**src/rtl/ring_sup_pkg.sv**
```systemverilog
package ring_sup_pkg;

  typedef enum logic [2:0] {
    ST_IDLE   = 3'd0,
    ST_ACTIVE = 3'd1,
    ST_BURST  = 3'd2,
    ST_PAUSE  = 3'd3,
    ST_TRIP   = 3'd4,
    ST_PROBE1 = 3'd5,
    ST_PROBE2 = 3'd6
  } supState_t;

  // strobes from control to datapath
  typedef struct packed {
    logic phaseClr;
    logic polClr;
    logic ringRun;
    logic onArm;
    logic burstInc;
    logic burstClr;
  } dpCmd_t;

  // status from datapath to control
  typedef struct packed {
    logic detN;
    logic det1N;
    logic det2N;
    logic pol;
    logic burstEnd;
    logic pauseEnd;
    logic probeEnd;
    logic onhookEnd;
    logic lastBurst;
  } dpFlags_t;

  typedef struct packed {
    logic d0;
    logic d1;
    logic d2;
    logic p1;
    logic p2;
  } linePins_t;

endpackage

```
**src/rtl/ring_sup_dp.sv**
```systemverilog
module ring_sup_dp
  import ring_sup_pkg::*;
#(
  parameter int HALF_CYC   = 8,
  parameter int BURST_CYC  = 64,
  parameter int PAUSE_CYC  = 48,
  parameter int PROBE_CYC  = 6,
  parameter int ONHOOK_CYC = 20,
  parameter int MAX_BURSTS = 3
) (
  input  logic     clk,
  input  logic     rstN,
  input  logic [2:0] detRaw,
  input  dpCmd_t   cmd,
  output dpFlags_t flags
);

  localparam int PH_A   = (BURST_CYC > PAUSE_CYC) ? BURST_CYC : PAUSE_CYC;
  localparam int PH_MAX = (PH_A > PROBE_CYC) ? PH_A : PROBE_CYC;
  localparam int PW     = $clog2(PH_MAX + 1);
  localparam int HW     = $clog2(HALF_CYC + 1);
  localparam int OW     = $clog2(ONHOOK_CYC + 1);
  localparam int BW     = $clog2(MAX_BURSTS + 1);

  logic [2:0]    detSync;
  logic [PW-1:0] phaseCnt;
  logic [HW-1:0] halfCnt;
  logic          pol;
  logic [OW-1:0] onCnt;
  logic [BW-1:0] burstCnt;

  // two-stage synchronisers, idle value is high (inactive)
  for (genvar i = 0; i < 3; i++) begin : g_sync
    logic [1:0] stg;
    always_ff @(posedge clk or negedge rstN) begin
      if (!rstN) stg <= 2'b11;
      else       stg <= {stg[0], detRaw[i]};
    end
    assign detSync[i] = stg[1];
  end

  // phase timer shared by burst, pause and probe
  always_ff @(posedge clk or negedge rstN) begin
    if (!rstN)                             phaseCnt <= '0;
    else if (cmd.phaseClr)                 phaseCnt <= '0;
    else if (phaseCnt != PW'(PH_MAX - 1))  phaseCnt <= phaseCnt + PW'(1);
  end

  // ring polarity generator
  always_ff @(posedge clk or negedge rstN) begin
    if (!rstN) begin
      halfCnt <= '0;
      pol     <= 1'b0;
    end else if (cmd.polClr) begin
      halfCnt <= '0;
      pol     <= 1'b0;
    end else if (cmd.ringRun) begin
      if (halfCnt == HW'(HALF_CYC - 1)) begin
        halfCnt <= '0;
        pol     <= ~pol;
      end else begin
        halfCnt <= halfCnt + HW'(1);
      end
    end
  end

  // on-hook persistence counter
  always_ff @(posedge clk or negedge rstN) begin
    if (!rstN)                                onCnt <= '0;
    else if (!cmd.onArm || !detSync[0])       onCnt <= '0;
    else if (onCnt != OW'(ONHOOK_CYC - 1))    onCnt <= onCnt + OW'(1);
  end

  // burst counter
  always_ff @(posedge clk or negedge rstN) begin
    if (!rstN)             burstCnt <= '0;
    else if (cmd.burstClr) burstCnt <= '0;
    else if (cmd.burstInc) burstCnt <= burstCnt + BW'(1);
  end

  always_comb begin
    flags.detN      = detSync[0];
    flags.det1N     = detSync[1];
    flags.det2N     = detSync[2];
    flags.pol       = pol;
    flags.burstEnd  = (phaseCnt == PW'(BURST_CYC - 1));
    flags.pauseEnd  = (phaseCnt == PW'(PAUSE_CYC - 1));
    flags.probeEnd  = (phaseCnt == PW'(PROBE_CYC - 1));
    flags.onhookEnd = detSync[0] && (onCnt == OW'(ONHOOK_CYC - 1));
    flags.lastBurst = (burstCnt == BW'(MAX_BURSTS));
  end

  // polarity only moves while ringing runs or is cleared
  a_r3_pol_hold : assert property (@(posedge clk) disable iff (!rstN)
    (!cmd.ringRun && !cmd.polClr) |=> $stable(pol));

endmodule

```
**src/rtl/ring_sup_fsm.sv**
```systemverilog
module ring_sup_fsm
  import ring_sup_pkg::*;
(
  input  logic       clk,
  input  logic       rstN,
  input  logic       ringReq,
  input  logic [1:0] ringLines,
  input  dpFlags_t   flags,
  output dpCmd_t     cmd,
  output linePins_t  pins
);

  supState_t state, stateNext;
  logic [1:0] lineSel, lineNext;   // bit0 port 1, bit1 port 2
  logic [1:0] ringReg, ringNext;

  always_ff @(posedge clk or negedge rstN) begin
    if (!rstN) begin
      state   <= ST_IDLE;
      lineSel <= 2'b01;
      ringReg <= 2'b00;
    end else begin
      state   <= stateNext;
      lineSel <= lineNext;
      ringReg <= ringNext;
    end
  end

  always_comb begin
    stateNext = state;
    lineNext  = lineSel;
    ringNext  = ringReg;
    cmd       = '0;
    unique case (state)
      ST_IDLE: begin
        cmd.polClr   = 1'b1;
        cmd.burstClr = 1'b1;
        if (!flags.det1N) begin
          stateNext = ST_ACTIVE;
          lineNext  = 2'b01;
        end else if (!flags.det2N) begin
          stateNext = ST_ACTIVE;
          lineNext  = 2'b10;
        end else if (ringReq && (ringLines != 2'b00)) begin
          stateNext = ST_BURST;
          ringNext  = ringLines;
        end
      end
      ST_ACTIVE: begin
        cmd.polClr = 1'b1;
        cmd.onArm  = 1'b1;
        if (flags.onhookEnd) stateNext = ST_IDLE;
      end
      ST_BURST: begin
        cmd.ringRun = 1'b1;
        if (!flags.detN) begin
          stateNext = ST_TRIP;
        end else if (flags.burstEnd) begin
          stateNext    = ST_PAUSE;
          cmd.burstInc = 1'b1;
        end
      end
      ST_TRIP: begin
        if (ringReg == 2'b11) begin
          stateNext = ST_PROBE1;
        end else begin
          stateNext = ST_ACTIVE;
          lineNext  = ringReg;
        end
      end
      ST_PAUSE: begin
        cmd.polClr = 1'b1;
        if (!flags.det1N) begin
          stateNext = ST_ACTIVE;
          lineNext  = 2'b01;
        end else if (!flags.det2N) begin
          stateNext = ST_ACTIVE;
          lineNext  = 2'b10;
        end else if (flags.pauseEnd) begin
          stateNext = flags.lastBurst ? ST_IDLE : ST_BURST;
        end
      end
      ST_PROBE1: begin
        cmd.polClr = 1'b1;
        if (flags.probeEnd) begin
          if (!flags.detN) begin
            stateNext = ST_ACTIVE;
            lineNext  = 2'b10;
          end else begin
            stateNext = ST_PROBE2;
          end
        end
      end
      ST_PROBE2: begin
        cmd.polClr = 1'b1;
        if (flags.probeEnd) begin
          if (!flags.detN) begin
            stateNext = ST_ACTIVE;
            lineNext  = 2'b01;
          end else begin
            stateNext = ST_IDLE;
          end
        end
      end
      default: stateNext = ST_IDLE;
    endcase
    cmd.phaseClr = (stateNext != state) || (state == ST_IDLE) || (state == ST_ACTIVE);
  end

  always_comb begin
    pins = '{d0: 1'b0, d1: 1'b0, d2: 1'b0, p1: 1'b1, p2: 1'b1};
    unique case (state)
      ST_ACTIVE: pins = '{d0: 1'b0, d1: 1'b1, d2: 1'b0, p1: lineSel[0], p2: lineSel[1]};
      ST_BURST,
      ST_TRIP:   pins = '{d0: 1'b1, d1: 1'b0, d2: flags.pol, p1: ringReg[0], p2: ringReg[1]};
      ST_PROBE1: pins = '{d0: 1'b0, d1: 1'b1, d2: 1'b0, p1: 1'b0, p2: 1'b1};
      ST_PROBE2: pins = '{d0: 1'b0, d1: 1'b1, d2: 1'b0, p1: 1'b1, p2: 1'b0};
      default:   ;
    endcase
  end

  // active feed always connects exactly one port
  a_r2_one_line : assert property (@(posedge clk) disable iff (!rstN)
    (state == ST_ACTIVE) |-> ($countones(lineSel) == 1));

  // polarity frozen across the trip cycle
  a_r5_trip_freeze : assert property (@(posedge clk) disable iff (!rstN)
    (state == ST_TRIP) |=> (flags.pol == $past(flags.pol)));

  // second probe only follows the first
  a_r6_probe_order : assert property (@(posedge clk) disable iff (!rstN)
    (state == ST_PROBE2) |-> ($past(state) == ST_PROBE1 || $past(state) == ST_PROBE2));

  // leaving active needs the supervision detector high
  a_r8_onhook_exit : assert property (@(posedge clk) disable iff (!rstN)
    (state == ST_IDLE && $past(state) == ST_ACTIVE) |-> $past(flags.detN));

  // a burst is entered only from idle or a pause
  a_r10_ring_entry : assert property (@(posedge clk) disable iff (!rstN)
    (state == ST_BURST && $past(state) != ST_BURST) |->
      ($past(state) == ST_IDLE || $past(state) == ST_PAUSE));

endmodule

```
**src/rtl/ring_sup_ctrl.sv**
```systemverilog
module ring_sup_ctrl
  import ring_sup_pkg::*;
#(
  parameter int HALF_CYC   = 8,
  parameter int BURST_CYC  = 64,
  parameter int PAUSE_CYC  = 48,
  parameter int PROBE_CYC  = 6,
  parameter int ONHOOK_CYC = 20,
  parameter int MAX_BURSTS = 3
) (
  input  logic       clk,
  input  logic       rstN,
  input  logic       ringReq,
  input  logic [1:0] ringLines,
  input  logic       detN,
  input  logic       det1N,
  input  logic       det2N,
  output logic       lineD0,
  output logic       lineD1,
  output logic       lineD2,
  output logic       selP1,
  output logic       selP2
);

  dpCmd_t    cmd;
  dpFlags_t  flags;
  linePins_t pins;

  ring_sup_dp #(
    .HALF_CYC   (HALF_CYC),
    .BURST_CYC  (BURST_CYC),
    .PAUSE_CYC  (PAUSE_CYC),
    .PROBE_CYC  (PROBE_CYC),
    .ONHOOK_CYC (ONHOOK_CYC),
    .MAX_BURSTS (MAX_BURSTS)
  ) u_dp (
    .clk    (clk),
    .rstN   (rstN),
    .detRaw ({det2N, det1N, detN}),
    .cmd    (cmd),
    .flags  (flags)
  );

  ring_sup_fsm u_fsm (
    .clk       (clk),
    .rstN      (rstN),
    .ringReq   (ringReq),
    .ringLines (ringLines),
    .flags     (flags),
    .cmd       (cmd),
    .pins      (pins)
  );

  assign lineD0 = pins.d0;
  assign lineD1 = pins.d1;
  assign lineD2 = pins.d2;
  assign selP1  = pins.p1;
  assign selP2  = pins.p2;

endmodule

```
**config.mk**
```make
export PLATFORM = sky130hd
export DESIGN_NAME = ring_sup_ctrl
export DESIGN_NICKNAME = d
export VERILOG_FILES = /design/src/rtl/ring_sup_pkg.sv /design/src/rtl/ring_sup_dp.sv /design/src/rtl/ring_sup_fsm.sv /design/src/rtl/ring_sup_ctrl.sv
export SDC_FILE = /design/constraint.sdc
export NUM_CORES = 1
export LEC_CHECK = 0
export BUFFER_PORTS_ARGS = -buffer_cell sky130_fd_sc_hd__buf_2
export CORE_UTILIZATION = 55
export DETAILED_ROUTE_END_ITERATION = 10
export PLACE_DENSITY = 0.82
export SYNTH_ARGS = -nofsm -noshare
export SYNTH_HDL_FRONTEND = slang
export SYNTH_SLANG_ARGS = --single-unit
```
**constraint.sdc**
```tcl
create_clock -name clk -period 2.5 [get_ports clk]
set_input_delay 0.125 -clock clk [delete_from_list [all_inputs] [get_ports clk]]
set_output_delay 0.125 -clock clk [all_outputs]
set_load 0.01 [all_outputs]
```
After elaboration in Yosys (flattened, before gate mapping) --
Index checks and enable logic that the tools add are counted.
Operators by class: add/sub/neg operators 4, equal/unequal tests 22, mux-type cells 44, bitwise gates (word level) 1, reductions and logical operators 21
Operators by type and width (count):
- $mux 3 | 13
- $pmux 3 s7 | 1
- $mux 2 | 10
- $pmux 5 s4 | 1
- $eq 7x6->1 const B | 2
- $mux 7 | 2
- $mux 4 | 3
- $reduce_bool 2->1 | 6
- $mux 1 | 11
- $mux 5 | 2
- $ne 2x2->1 const B | 5
- $eq 3x3->1 const B | 3
- $pmux 2 s4 | 1
- $add 7x1->7 const B | 1
- $eq 7x3->1 const B | 1
- $ne 7x6->1 const B | 1
- $reduce_and 7->1 | 1
- $eq 3x2->1 const B | 2
- $add 5x1->5 const B | 1
- $eq 5x5->1 const B | 1
- $ne 5x5->1 const B | 1
- $reduce_or 5->1 | 1
- $add 4x1->4 const B | 1
- $eq 2x2->1 const B | 2
- other kinds (14) | 19
Word-level totals: register bits after elaboration 32, bits of input ports 8, output and inout bits 5, logic and storage cells 103

Depth between registers and ports, before layout --
word-level depth 10, gate-level depth with buffers 7

By module --
Synthesis repeated with hierarchy kept, for this count alone.
Second synthesis, totals: cells, all modules 192, area total of the unflattened synthesis 1876.8 um^2
Modules (own cells, without submodules):
- ring_sup_dp | instances 1, cells an instance 98, area each 1138.6 um^2, seq. area each 633.1 um^2
- ring_sup_fsm | instances 1, cells an instance 94, area each 738.2 um^2, seq. area each 176.4 um^2

Worst setup path before layout --
OpenSTA, ideal clock, no wires.
kind register to register, start point register u_dp.onCnt[0], end point register u_dp.phaseCnt[4], data arrival time 1.701 ns, data required time 2.354 ns, slack 0.653 ns, stages on the path, launching flop included 7, clock period less this slack 1.847 ns, cell sequence dfrtp_1 ha_1 nor4bb_2 a31o_2 nor3b_1 a211oi_2 nor4_1
On the way: cells in the longest elaborated chain, start to end 8, elaborated cells on any way between the ends 9, classes of those cells 2 x eq/ne; 3 x mux; 4 x reduce/logical
RTL lines:
- from (decl) | RTL line ring_sup_dp.sv:29 | logic [OW-1:0] onCnt;
- from (signal assigned) | RTL line ring_sup_dp.sv:71 | else if (onCnt != OW'(ONHOOK_CYC - 1)) onCnt <= onCnt + OW'(1);
- $eq 5x5->1 * | RTL line ring_sup_dp.sv:89 | flags.onhookEnd = detSync[0] && (onCnt == OW'(ONHOOK_CYC - 1));
- $logic_and 1x1->1 * | RTL line ring_sup_dp.sv:89
- $mux 3 * | RTL line ring_sup_fsm.sv:52 | if (flags.onhookEnd) stateNext = ST_IDLE;
- $pmux 3 s7 * | RTL line ring_sup_fsm.sv:34 | unique case (state)
- $ne 3x3->1 * | RTL line ring_sup_fsm.sv:107 | cmd.phaseClr = (stateNext != state) || (state == ST_IDLE) || (state == ST_ACTIVE);
- $logic_or 1x1->1 * (2 in a row) | RTL line ring_sup_fsm.sv:107
- $mux 7 or $reduce_bool 2->1 (tied branches)
- to (signal assigned) | RTL line ring_sup_dp.sv:46 | else if (phaseCnt != PW'(PH_MAX - 1)) phaseCnt <= phaseCnt + PW'(1);
- to (decl) | RTL line ring_sup_dp.sv:26 | logic [PW-1:0] phaseCnt;
Every way passes the cells marked *; elsewhere a longest branch is shown, timed or not. A chain may end at the register's enable or synchronous reset.

Worst setup path in the final report --
start point register u_dp.phaseCnt[0], end point register u_dp.phaseCnt[4]
On the way: cells in the longest elaborated chain, start to end 9, elaborated cells on any way between the ends 19, classes of those cells 1 x add/sub; 5 x eq/ne; 10 x mux; 3 x reduce/logical
RTL lines:
- $eq 7x6->1 | RTL line ring_sup_dp.sv:87 | flags.pauseEnd = (phaseCnt == PW'(PAUSE_CYC - 1));
- $mux 3 | RTL line ring_sup_fsm.sv:79 | end else if (flags.pauseEnd) begin
- $mux 3 | RTL line ring_sup_fsm.sv:76 | end else if (!flags.det2N) begin
- $mux 3 | RTL line ring_sup_fsm.sv:73 | if (!flags.det1N) begin
- $pmux 3 s7 | RTL line ring_sup_fsm.sv:34
- $ne 3x3->1 | RTL line ring_sup_fsm.sv:107
- $logic_or 1x1->1 (2 in a row) | RTL line ring_sup_fsm.sv:107
- $mux 7 or $reduce_bool 2->1 (tied branches)
Several ways; a longest one is shown, not always the timed one. The select of a mux whose other input is x is not followed.

==> metrics <==
Worst Min Path Start=ringLines[0]; CTS tree=done; post-synthesis sequential area ratio=0.414; Logic pwr share=0.039; CP peak stage delay=between 500 and 600 ps; syn nets=206; post-DP HPWL=2790 um; Top delay family on crit path=simple AND/OR/NAND/NOR gates; slowest cell on the critical path=a211oi_2; Placer Congestion=approximately 0.93; CTS buffer count=5; count of non-filler cells in the finished layout=255; ys async rst share=1.00; Mapped Avg Cell Area=10.2 um^2; fin util=0.642; Crit path top cell by count=nor4_1; Via density=5.89; hold depth=2; height of the die=around 62 um; post_cts resized=0; Worst-Margin Slew=684 ps; initial antenna violation count=0; Final Hold Fails=0; worst-path fanout max=7; outcome=finished, final reports clean; sequential share of power=0.567; Layout Nets=222; Peak Freq=453 MHz; Synth area leader=dfrtp_1; # DRC=0; total net switching power=between 150 and 200 uW; antenna cells=0; mapped cell area=1950 um^2; Final Max Slew Viols=0; Clock Power Share=0.394; CTS Buffer Depth=2; total gr overflow=0; Hold Path Class=in -> reg; Net Sw Frac=0.206; prevailing post-synth register cell=dfrtp_1; worst reg-to-reg setup slack=290 ps; count of different cell masters after synthesis=55; # rows=21; Routed WL per cell=15.0 um; critical path capture point type=flop; Crit Path Class=reg -> reg; fin crit period=2210 ps; share of the synthesized area in the top cell type=0.320; DRT iter0 DRCs=93; IO Port Bufs=12; Setup crit start kind=flop; core area=3360 um^2; critical-path cell list=ha_1 > nand3_1 > nor4_1 > nor3b_1 > a211oi_2 > nor4_1; Worst-Skew Late Latency=about 330 ps; crit path DAT=between 2000 and 2500 ps; clk slew on worst S/H paths=100 ps; Max transition margin=0.544; Vias=1,503; antenna viol nets, final=0; Gate Count Post-Synth=192; vias in the first global route=roughly 1.4k; Max VDD drop=0.394 mV; Hold WS=60.0 ps; htree depth=2; Die X=61.6 um; Yosys warnings=0; largest net degree at the start of global routing=33; total clock sinks=32; WP data required=about 2700 ps; initial cell density of the core=0.581; Leak=roughly 0.87 nW; root buf cell=clkbuf_4; Final Skew=between 8 and 9 ps; RSZ-0062 raised after global routing=false; dpl cells=243; IO Pins=13; Pint=755 uW; global-route wire length before repair=6040 um; Pre-Repair DR Iteration Count=4; Reg2Reg Launch Point=u_dp.phaseCnt[0]$_DFFE_PN0P_; Post-Route WL=3830 um; top cells by area, synth=dfrtp_1 32%, dfstp_2 9.4%, nor2_1 3.8%; Power Total=952 uW; Post-synth EDFFs=0; Yosys reg bits=32; P per Cell Area=441 nW/um^2; layout cell share with drive strength beyond 1=0.258; final worst path period share=0.884; area grow syn2layout=10.4%; MaxCap Viol Count=0; gr usage total=0.226; setup TNS=0 ps; R2R cell count=6; Crit path buffers/inverters=0; # setup viols final=0; die area=3800 um^2; FF-to-FF End=u_dp.phaseCnt[4]$_DFFE_PN0P_; worst hold endpoint=u_fsm.ringReg[0]$_DFFE_PN0P_
-- final cells by class --
class                           instances  area [um^2]
Multi-Input combinational cell        146         1080
Timing Repair Buffer                   19          123
Fill cell                             282         1200
Clock buffer                            6         41.3
Clock inverter                          2         35.0
Inverter                                4         15.0
Sequential cell                        32          810
Tap cell                               46         57.6
-- cell usage in the layout, fill, tap and decap left out, types with 2 or more instances in the layout --
master	count
nand2b_1	5
nand2_1	11
nor2_1	20
dlygate4sd3_1	4
xor2_1	5
nand3_1	6
a211oi_1	2
clkbuf_4	5
a22oi_1	2
a31o_2	2
a2bb2oi_1	2
dfrtp_1	25
and2_1	2
inv_2	2
mux2i_1	3
mux2_2	6
xnor2_1	2
and3_1	2
a21oi_1	13
nor3b_1	2
inv_1	2
nand3b_1	3
buf_2	12
nor4_1	5
a211oi_2	3
a21o_1	3
o21ai_0	4
nor2b_1	5
nor3_1	8
a2111oi_2	2
buf_4	3
dfstp_2	7
and3_2	3
ha_1	5
-- state kept, by name, indices dropped and copies added (netlist names) --
| name | cells |
|---|---|
| u_dp.burstCnt | 2 |
| u_fsm.state | 3 |
| u_dp.halfCnt | 4 |
| u_fsm.lineSel | 2 |
| u_fsm.ringReg | 2 |
| u_dp.pol | 1 |
| u_dp.phaseCnt | 7 |
| u_dp.g_sync.stg | 6 |
| u_dp.onCnt | 5 |
-- through the flow --
stage | cell area [um^2] | setup WS, ps
3_3_place_gp | 2040 | 412
6_report | 2160 | 291
2_1_floorplan | 1950 | 653
4_1_cts | 2160 | 300
5_1_grt | 2160 | 158
3_5_place_dp | 2040 | 300
-- worst max path at each step --
stage                     cells after the start  slack [ps]                      endpoint                          from
after floorplan                               6         650  u_dp.phaseCnt[4]$_DFFE_PN0P_     u_dp.onCnt[0]$_DFFE_PN0P_
after global placement                        4         410  u_fsm.lineSel[0]$_DFFE_PN1P_      u_fsm.state[1]$_DFF_PN0_
after detailed placement                      6         300  u_dp.phaseCnt[4]$_DFFE_PN0P_     u_dp.onCnt[0]$_DFFE_PN0P_
after CTS                                     6         300  u_dp.phaseCnt[4]$_DFFE_PN0P_     u_dp.onCnt[0]$_DFFE_PN0P_
after global routing                          6         160  u_dp.phaseCnt[4]$_DFFE_PN0P_  u_dp.phaseCnt[0]$_DFFE_PN0P_
final                                         6         290  u_dp.phaseCnt[4]$_DFFE_PN0P_  u_dp.phaseCnt[0]$_DFFE_PN0P_
-- power groups by stage --
stage / combinational (mW) / sequential [mW] / clock [mW]
CTS: 0.0379 / 0.539 / 0.385
detailed placement: 0.0332 / 0.549 / 0
global placement: 0.0317 / 0.548 / 0
floorplan: 0.0167 / 0.545 / 0
finish: 0.0373 / 0.539 / 0.375
global route: 0.0436 / 0.541 / 0.415
-- cells by family (layout without fill, tap and decap cells) --
group                      Yosys count  after routing  share of synthesized area
AOI/OAI and AO/OA                   41             41                      0.168
buffers and inverters               14             31                     0.0346
muxes                                9              9                     0.0499
xor gates and xnor gates             7              7                     0.0314
and+or+nand+nor                     82             82                      0.254
adders and majority gates            7              7                     0.0474
DFF                                 32             32                      0.414
-- metal layers --
metal / up-vias / routed length [um] / GRT usage
li1: 736 / - / -
met2: 42 / 1770 / 0.339
met4: 0 / 66 / 0.117
met1: 717 / 1770 / 0.298
met5: - / 0 / 0
met3: 8 / 228 / 0.0630
-- repair_timing --
action	in CTS	in global routing
hold buffers	4	0
buffers inserted	0	0
endpoints found under the hold margin	28	0
-- Yosys cell counts, types with 5 or more instances --
master    count
nand2_1      11
a21oi_1      13
nor2_1       20
ha_1          5
buf_2         5
dfstp_2       7
mux2_2        6
nor4_1        5
nand3_1       6
dfrtp_1      25
nand2b_1      5
xor2_1        5
nor2b_1       5
nor3_1        8
(Power assumes the default switching activity.)
